### config.mk
export PLATFORM = sky130hd
export DESIGN_NAME = hilo_pwm_pair
export DESIGN_NICKNAME = d
export VERILOG_FILES = /design/src/rtl/hpwm_pkg.sv /design/src/rtl/hpwm_regs.sv /design/src/rtl/hpwm_prescale.sv /design/src/rtl/hpwm_wave.sv /design/src/rtl/hilo_pwm_pair.sv
export SDC_FILE = /design/constraint.sdc
export NUM_CORES = 1
export LEC_CHECK = 0
export ABC_AREA = 1
export BUFFER_PORTS_ARGS = -buffer_cell sky130_fd_sc_hd__buf_2
export CORE_AREA = 10 10 186 118
export CTS_CLUSTER_DIAMETER = 60
export DETAILED_ROUTE_END_ITERATION = 10
export DIE_AREA = 0 0 196 128
export PLACE_DENSITY = 0.8
export RECOVER_POWER = 50
export SLEW_MARGIN = 20
export SYNTH_ARGS = -nofsm -noshare
export SYNTH_HDL_FRONTEND = slang
export SYNTH_SLANG_ARGS = --single-unit
### constraint.sdc
create_clock -name clk -period 3.4 [get_ports clk]
set_input_delay 0.34 -clock clk [delete_from_list [all_inputs] [get_ports clk]]
set_output_delay 0.34 -clock clk [all_outputs]
set_load 0.005 [all_outputs]
### src/rtl/hpwm_pkg.sv
package hpwm_pkg;
  parameter int DATA_W  = 32;
  parameter int ADDR_W  = 4;
  parameter int CNT_W   = 16;
  parameter int DIV_W   = 7;
  parameter int NSRC    = 4;
  parameter int SEL_W   = $clog2(NSRC);
  parameter int NCH     = 2;

  localparam int OFS_CTRL    = 8;
  localparam int SEL_LSB     = 4;
  localparam int DIV_LSB     = 8;
  localparam int GATE_LSB    = 15;
  localparam int FIELD_STEP  = 8;

  typedef enum logic {PH_HIGH = 1'b1, PH_LOW = 1'b0} phase_t;

  typedef struct packed {
    logic             en;
    logic             gate;
    logic [SEL_W-1:0] sel;
    logic [DIV_W-1:0] div;
    logic [CNT_W-1:0] hi;
    logic [CNT_W-1:0] lo;
  } chan_cfg_t;

  function automatic int cnt_ofs(input int ch);
    return 4 * ch;
  endfunction

  function automatic logic [DATA_W-1:0] ctrl_mask();
    logic [DATA_W-1:0] m;
    m = '0;
    for (int ch = 0; ch < NCH; ch++) begin
      m[ch] = 1'b1;
      for (int b = 0; b < SEL_W; b++) m[SEL_LSB + SEL_W*ch + b] = 1'b1;
      for (int b = 0; b < DIV_W; b++) m[DIV_LSB + FIELD_STEP*ch + b] = 1'b1;
      m[GATE_LSB + FIELD_STEP*ch] = 1'b1;
    end
    return m;
  endfunction

  function automatic chan_cfg_t decode_cfg(input logic [DATA_W-1:0] ctrl,
                                           input logic [DATA_W-1:0] cnt,
                                           input int ch);
    chan_cfg_t c;
    c.en   = ctrl[ch];
    c.sel  = ctrl[SEL_LSB + SEL_W*ch +: SEL_W];
    c.div  = ctrl[DIV_LSB + FIELD_STEP*ch +: DIV_W];
    c.gate = ctrl[GATE_LSB + FIELD_STEP*ch];
    c.hi   = cnt[DATA_W-1 -: CNT_W];
    c.lo   = cnt[CNT_W-1:0];
    return c;
  endfunction

  function automatic logic [CNT_W-1:0] low_len(input logic [CNT_W-1:0] lo);
    return (lo == '0) ? CNT_W'(1) : lo;
  endfunction

  function automatic logic last_tick(input logic [CNT_W-1:0] cnt,
                                     input logic [CNT_W-1:0] len);
    return ({1'b0, cnt} + (CNT_W+1)'(1)) >= {1'b0, len};
  endfunction

  function automatic logic presc_wrap(input logic [DIV_W-1:0] pc,
                                      input logic [DIV_W-1:0] div);
    return pc >= div;
  endfunction
endpackage

### src/rtl/hpwm_regs.sv
module hpwm_regs
  import hpwm_pkg::*;
(
  input  logic                        clk,
  input  logic                        rst_n,
  input  logic                        wr,
  input  logic [ADDR_W-1:0]           addr,
  input  logic [DATA_W-1:0]           wdata,
  output logic [DATA_W-1:0]           rdata,
  output chan_cfg_t [NCH-1:0]         cfg
);
  logic [DATA_W-1:0] ctrl_q;
  logic [DATA_W-1:0] cnt_q [NCH];
  logic              ctrl_hit;

  assign ctrl_hit = wr && (addr == ADDR_W'(OFS_CTRL));

  always_ff @(posedge clk or negedge rst_n) begin
    if (!rst_n)        ctrl_q <= '0;
    else if (ctrl_hit) ctrl_q <= wdata & ctrl_mask();
  end

  for (genvar ch = 0; ch < NCH; ch++) begin : g_cnt
    localparam logic [ADDR_W-1:0] MY_OFS = ADDR_W'(cnt_ofs(ch));
    always_ff @(posedge clk or negedge rst_n) begin
      if (!rst_n)                       cnt_q[ch] <= '0;
      else if (wr && addr == MY_OFS)    cnt_q[ch] <= wdata;
    end
    assign cfg[ch] = decode_cfg(ctrl_q, cnt_q[ch], ch);
  end

  always_comb begin
    rdata = '0;
    if (addr == ADDR_W'(OFS_CTRL)) rdata = ctrl_q;
    for (int ch = 0; ch < NCH; ch++)
      if (addr == ADDR_W'(cnt_ofs(ch))) rdata = cnt_q[ch];
  end
endmodule

### src/rtl/hpwm_prescale.sv
module hpwm_prescale
  import hpwm_pkg::*;
(
  input  logic             clk,
  input  logic             rst_n,
  input  logic             en,
  input  logic             gate,
  input  logic [SEL_W-1:0] sel,
  input  logic [DIV_W-1:0] div,
  input  logic [NSRC-1:0]  src,
  output logic             tick
);
  logic [DIV_W-1:0] pc;
  logic             src_hit;

  assign src_hit = en && gate && src[sel];
  assign tick    = src_hit && presc_wrap(pc, div);

  always_ff @(posedge clk or negedge rst_n) begin
    if (!rst_n)       pc <= '0;
    else if (!en)     pc <= '0;
    else if (src_hit) pc <= presc_wrap(pc, div) ? '0 : pc + DIV_W'(1);
  end

  p_tick_gap_r4: assert property (@(posedge clk) disable iff (!rst_n)
    (tick && div != '0) |=> (!tick || div == '0));
endmodule

### src/rtl/hpwm_wave.sv
module hpwm_wave
  import hpwm_pkg::*;
(
  input  logic             clk,
  input  logic             rst_n,
  input  logic             en,
  input  logic             gate,
  input  logic             tick,
  input  logic [CNT_W-1:0] hi,
  input  logic [CNT_W-1:0] lo,
  output logic             out
);
  phase_t           phase;
  logic [CNT_W-1:0] cnt;
  logic [CNT_W-1:0] hi_lat;
  logic [CNT_W-1:0] lo_lat;
  logic             period_end;

  assign period_end = tick && phase == PH_LOW && last_tick(cnt, low_len(lo_lat));
  assign out        = en && gate && phase == PH_HIGH;

  always_ff @(posedge clk or negedge rst_n) begin
    if (!rst_n) begin
      phase  <= PH_LOW;
      cnt    <= '0;
      hi_lat <= '0;
      lo_lat <= '0;
    end else if (!en || period_end) begin
      hi_lat <= hi;
      lo_lat <= lo;
      cnt    <= '0;
      phase  <= (hi != '0) ? PH_HIGH : PH_LOW;
    end else if (tick) begin
      if (phase == PH_HIGH && last_tick(cnt, hi_lat)) begin
        phase <= PH_LOW;
        cnt   <= '0;
      end else begin
        cnt <= cnt + CNT_W'(1);
      end
    end
  end

  p_hi_zero_low_r5: assert property (@(posedge clk) disable iff (!rst_n)
    (hi_lat == '0) |-> !out);

  p_hold_gate_r8: assert property (@(posedge clk) disable iff (!rst_n)
    (en && !tick) |=> (!en || ($stable(cnt) && $stable(phase))));
endmodule

### src/rtl/hilo_pwm_pair.sv
module hilo_pwm_pair
  import hpwm_pkg::*;
(
  input  logic              clk,
  input  logic              rst_n,
  input  logic              bus_wr,
  input  logic [ADDR_W-1:0] bus_addr,
  input  logic [DATA_W-1:0] bus_wdata,
  output logic [DATA_W-1:0] bus_rdata,
  input  logic [NSRC-1:0]   src_tick,
  output logic [NCH-1:0]    pwm_out
);
  chan_cfg_t [NCH-1:0] cfg;
  logic      [NCH-1:0] ch_tick;

  hpwm_regs u_regs (
    .clk   (clk),
    .rst_n (rst_n),
    .wr    (bus_wr),
    .addr  (bus_addr),
    .wdata (bus_wdata),
    .rdata (bus_rdata),
    .cfg   (cfg)
  );

  for (genvar ch = 0; ch < NCH; ch++) begin : g_ch
    hpwm_prescale u_presc (
      .clk   (clk),
      .rst_n (rst_n),
      .en    (cfg[ch].en),
      .gate  (cfg[ch].gate),
      .sel   (cfg[ch].sel),
      .div   (cfg[ch].div),
      .src   (src_tick),
      .tick  (ch_tick[ch])
    );

    hpwm_wave u_wave (
      .clk   (clk),
      .rst_n (rst_n),
      .en    (cfg[ch].en),
      .gate  (cfg[ch].gate),
      .tick  (ch_tick[ch]),
      .hi    (cfg[ch].hi),
      .lo    (cfg[ch].lo),
      .out   (pwm_out[ch])
    );

    p_stop_now_r7: assert property (@(posedge clk) disable iff (!rst_n)
      (bus_wr && bus_addr == ADDR_W'(OFS_CTRL) && !bus_wdata[ch]) |=> !pwm_out[ch]);
  end
endmodule

After elaboration in Yosys (flattened, before gate mapping)
Index checks and enable logic that the tools add are counted.

cells by class
  add/sub/neg operators = 6
  reduce and logical (&&, ||, !) cells = 32
  order comparisons = 8
  equal/unequal tests = 4
  muxes and demuxes = 29
  bitwise logic cells = 2

operator list
  kind                     count
  $mux W16                 8
  $ge A17 B16 Y1           4
  $mux W32                 2
  $mux W7                  6
  $add A16 B1 Y17 const B  2
  $add A16 B1 Y16 const B  2
  $logic_not A16 Y1        2
  $reduce_bool A16 Y1      2
  $mux W24                 1
  $logic_and A1 B1 Y1      17
  $add A7 B1 Y7 const B    2
  $ge A7 B7 Y1             2
  $mux W1                  10
  $reduce_bool A2 Y1       4
  $lt A2 B3 Y1 const B     2
  $bmux W1 S2              2
  $eq A4 B3 Y1 const B     1
  $eq A4 B4 Y1 const B     1
  $logic_not A4 Y1         1
  $ne A2 B1 Y1 const B     2
  $reduce_and A2 Y1        2
  $logic_not A1 Y1         2
  $logic_or A1 B1 Y1       2
  $not A1 Y1               2

word-level totals
  word-level logic and storage cells = 94
  input bits = 43
  register bits after elaboration = 198
  output and inout port bits = 34

Depth between registers and ports, before layout
  depth after elaboration = 9
  depth in mapped cells = 21
  depth with buffers taken out = 21

By module
A second synthesis with hierarchy kept.

unflattened totals
  cells, all modules = 1571
  area, all modules = 12404.4 um^2

by module, submodules not included
  module                      sequential area each (um^2)  cells each  area an instance (um^2)  instances
  hpwm_regs                   2152.1                       526         4277.9                   1
  hpwm_wave (g_ch[0].u_wave)  1226.2                       428         3360.7                   1
  hpwm_wave (g_ch[1].u_wave)  1226.2                       423         3359.5                   1
  hpwm_prescale               175.2                        97          703.2                    2

Worst setup path after synthesis
Ideal clock, no wire load.

  path type = register to register
  from = register g_ch[1].u_wave.cnt[0]
  to = register g_ch[1].u_wave.cnt[13]
  setup slack = 536 ps
  required time = 3335 ps
  stages on the path, launching flop included = 19
  clock period less this slack = 2864 ps
  library setup time = 65 ps
  buffers on the path = 1
  data arrival time = 2799 ps
  path through = dfrtp_1 -> ha_1 -> nand3_2 -> nor2_4 -> nand2_2 -> nor2_4 -> nand3_1 -> xor2_1 -> inv_1 -> ha_1 -> a21o_1 -> a21oi_1 -> nand2_1 -> nor2_1 -> nand3_1 -> a21oi_2 -> buf_2 -> nand4_1 -> nand2_1

on the way
  longest elaborated chain between the ends = 6
  elaborated cells between the ends (all ways) = 11
  those cells by class = add/sub (2); order compare (2); mux (3); reduce/logical (4)

RTL lines
  item                      line             RTL
  start: declaration        hpwm_wave.sv:14  logic [CNT_W-1:0] cnt;
  start signal: assignment  hpwm_wave.sv:38  cnt <= cnt + CNT_W'(1);
  $add A16 B1 Y17           hpwm_pkg.sv:62   return ({1'b0, cnt} + (CNT_W+1)'(1)) >= {1'b0, len};
  $ge A17 B16 Y1            hpwm_pkg.sv:62
  $logic_and A1 B1 Y1       hpwm_wave.sv:34  if (phase == PH_HIGH && last_tick(cnt, hi_lat)) begin
  $mux W16                  hpwm_wave.sv:34
  $mux W16                  hpwm_wave.sv:33  end else if (tick) begin
  $mux W16                  hpwm_wave.sv:28  end else if (!en || period_end) begin

Several ways; a longest one is shown, not always the timed one. The select of a mux whose other input is x is not followed.
A chain may end at the register's enable or synchronous reset.

Worst setup path in the final report
  from = register g_ch[1].u_wave.cnt[1]
  to = register g_ch[1].u_wave.cnt[5]

Same word-level chain as after synthesis.

==> run summary <==
Yosys warns -> 0
Synth Flop Type -> dfrtp_1
Flip-flop and latch count after synthesis -> 198
Post-Syn Area -> 11,200 um2
Synth cell count leaders -> nand2_1 (389), dfrtp_1 (198), inv_1 (195)
Residual DRC -> 0
Number of CTS-inserted buffers -> 17
LEAKAGE -> 6.66 nW
Final period util -> 93.7%
Fmax -> 314 MHz
Die span in y -> 128 um
Post-layout min period -> 3190 ps
Synth unique cells -> 38
Core Area -> 18,600 um2
Total Power -> 7.15 mW
Root Driver -> clkbuf_16
Worst Skew -> 8.20 ps
Ant diodes -> 0
Post-synth ARST share -> 100%
Initial antenna violation count -> 1
Max-slew violations -> 105
Power Density -> 568 nW/um2
Via count -> 9,996
Dpl cells -> 1,683
Iter 0 DRT Violations -> 1,029
Die X -> 196 um
Per-cell routed wire length -> 18.2 um
First-pass DRT Iterations -> 5
Post-Synthesis Mean Instance Area -> 8.08 um2
Clk pin slew, worst setup/hold paths -> 70 ps
EDFF count, synth -> 0
Share of the synthesized area in the top cell type -> 44.4%
Synth Net Count -> 1,508
RePlAce Congestion -> 1.01
Io pins -> 77
Leading area contributor after synthesis -> dfrtp_1
Startpoint Class -> flip-flop
Worst Path Required -> 3790 ps
Hold-fix buffers, CTS -> 0
H-tree depth -> 4
Max Cap Violations -> 1
Worst hold path class -> input port to flip-flop
Antenna-violating nets left -> 0
Final core occ -> 67.5%
CTS max path bufs -> 2
Max IR drop VDD -> 423 uV
Number of global-route vias before repair -> 9,178
Final wirelength -> 31,300 um
Cells after Synth -> 1,383
Worst-Margin Slew -> 2630 ps
Total Die Area -> 25,100 um2
Final setup violation count -> 0
Crit Path Category -> flip-flop to flip-flop
Congestion Overflow GR -> 0
Largest net degree at the start of global routing -> 105
Hold slack -> 176 ps
Most common cell in the netlist -> nand2_1
Final Hold Fails -> 0
Rows -> 39
Status -> finished with violations
Critical Path Sink Type -> flip-flop
R2R depth -> 20
CTS tree -> built
Worst Hold Path Cells -> 3
Post-DP HPWL -> 23,000 um
Starting Density -> 59.9%
I/O Buffers -> 76
Fin nets -> 1,587
Total clock sinks -> 198
Global-route wire length before repair -> 49,200 um
Sequential share of the synthesized area -> 44.4%
Non-Filler Instances -> 1,721
Top cells by area, synth -> dfrtp_1 (44%), nand2_1 (13%), ha_1 (9.2%), inv_1 (6.6%), o21ai_0 (5.2%)
Vias/cell -> 5.81
Clk_lat worst skew -> 450 ps
GRT Resource Usage Total -> 24.3%
Critical path peak fanout -> 8
Worst EP arrival -> 3580 ps
Relative slew slack -> -75.4%
Area grow syn2layout -> 12.6%
Failing checks -> max-capacitance violations, max-slew violations
Layout cells sized above 1 -> 11.0%
## layout by cell type (no fill, tap or decap), types with 4 or more instances in the layout
cell type / netlist / layout
dfrtp_1: 198 / 195
o22ai_1: 4 / 4
nor3_1: 6 / 6
buf_2: 9 / 75
o221ai_1: 5 / 5
clkbuf_16: 0 / 19
o21ai_0: 117 / 117
a22o_1: 7 / 7
xor2_1: 26 / 26
a21oi_1: 33 / 33
a21oi_2: 4 / 4
nor4_1: 8 / 7
nand2_4: 0 / 4
bufinv_16: 0 / 5
nor2_4: 3 / 5
nor2_1: 47 / 44
nand4_1: 69 / 69
xnor2_1: 12 / 10
o211ai_1: 14 / 14
nand2_1: 389 / 386
buf_4: 7 / 18
ha_1: 82 / 82
clkinv_4: 0 / 4
clkbuf_1: 23 / 6
inv_1: 195 / 195
nand3_1: 32 / 32
o21ai_1: 58 / 58
## layer usage
| layer | GRT usage (%) | up-vias | share of wire [%] |
|---|---|---|---|
| met1 | 35.7 | 4767 | 45 |
| met3 | 6.66 | 38 | 11 |
| met4 | 5.95 | 0 | 1.6 |
| li1 | - | 4706 | - |
| met2 | 34.6 | 485 | 42 |
| met5 | 0 | - | 0 |
## stage by stage
stage               setup WS, ps  area (um2)  setup TNS (ps)
floorplan                    536       11200               0
global placement             201       11800               0
detailed placement          85.9       11800               0
CTS                         32.6       12500               0
global route               -12.1       12600           -35.0
finish                       214       12600               0
## layout make-up
| cell class | count | area, um2 |
|---|---|---|
| Inverter | 199 | 747 |
| Multi-Input combinational cell | 940 | 5270 |
| Clock inverter | 12 | 203 |
| Tap cell | 246 | 308 |
| Sequential cell | 198 | 4960 |
| Fill cell | 1518 | 6060 |
| Clock buffer | 20 | 437 |
| Timing Repair Buffer | 106 | 657 |
## sequential cells by signal, summed over array words and instances, names as in the netlist
name and flops:
u_regs.cfg 64, g_ch.u_wave.cnt 32, g_ch.u_wave.hi_lat 32, g_ch.u_wave.lo_lat 32, u_regs.ctrl_q 22, g_ch.u_presc.pc 14, g_ch.u_wave.phase 2
## final timing paths
check / startpoint / endpoint / slack (ps)
max: g_ch[1].u_wave.cnt[1] / g_ch[1].u_wave.cnt[5] / 210
min: bus_wdata[31] / u_regs.cfg[31] / 180
max reg2reg: g_ch[1].u_wave.cnt[1] / g_ch[1].u_wave.cnt[5] / 210
min reg2reg: u_regs.ctrl_q[13] / u_regs.ctrl_q[13] / 480
max in group asynchronous: rst_n / g_ch[1].u_wave.cnt[0] / 640
min in group asynchronous: rst_n / g_ch[0].u_wave.cnt[4] / 660
## repair_timing
item	4_1_cts	5_1_grt
setup endpoints to repair	0	92
gates resized for setup	0	18
buffers inserted	0	3
## critical path, cell delays in order, from the launching register on
cell	delay, ps
dfrtp_1	380
ha_1	220
nand3_2	150
nor2_4	140
nand2_2	90
nor2_4	130
nand3_1	100
xor2_1	140
inv_1	120
ha_1	330
a21o_1	160
a21oi_1	140
nand2_1	70
nor2_1	120
nand3_1	150
nand2_1	150
nand2_4	110
nor2_4	120
buf_4	190
nand2_1	70
nand2_1	60
## report_power, final
group / switching, mW / internal (mW)
combinational: 1.18 / 0.626
sequential: 0.306 / 2.80
clock: 0.934 / 1.31
## cell families after synthesis
kind of cell,after synthesis,synth area share [%]
fa+ha+maj,82,9.18
buf+inv,245,9.04
simple gates,568,22.0
compound gates,252,12.4
flops,198,44.4
xor+xnor,38,2.98
Power figures use the tool's default switching activity.
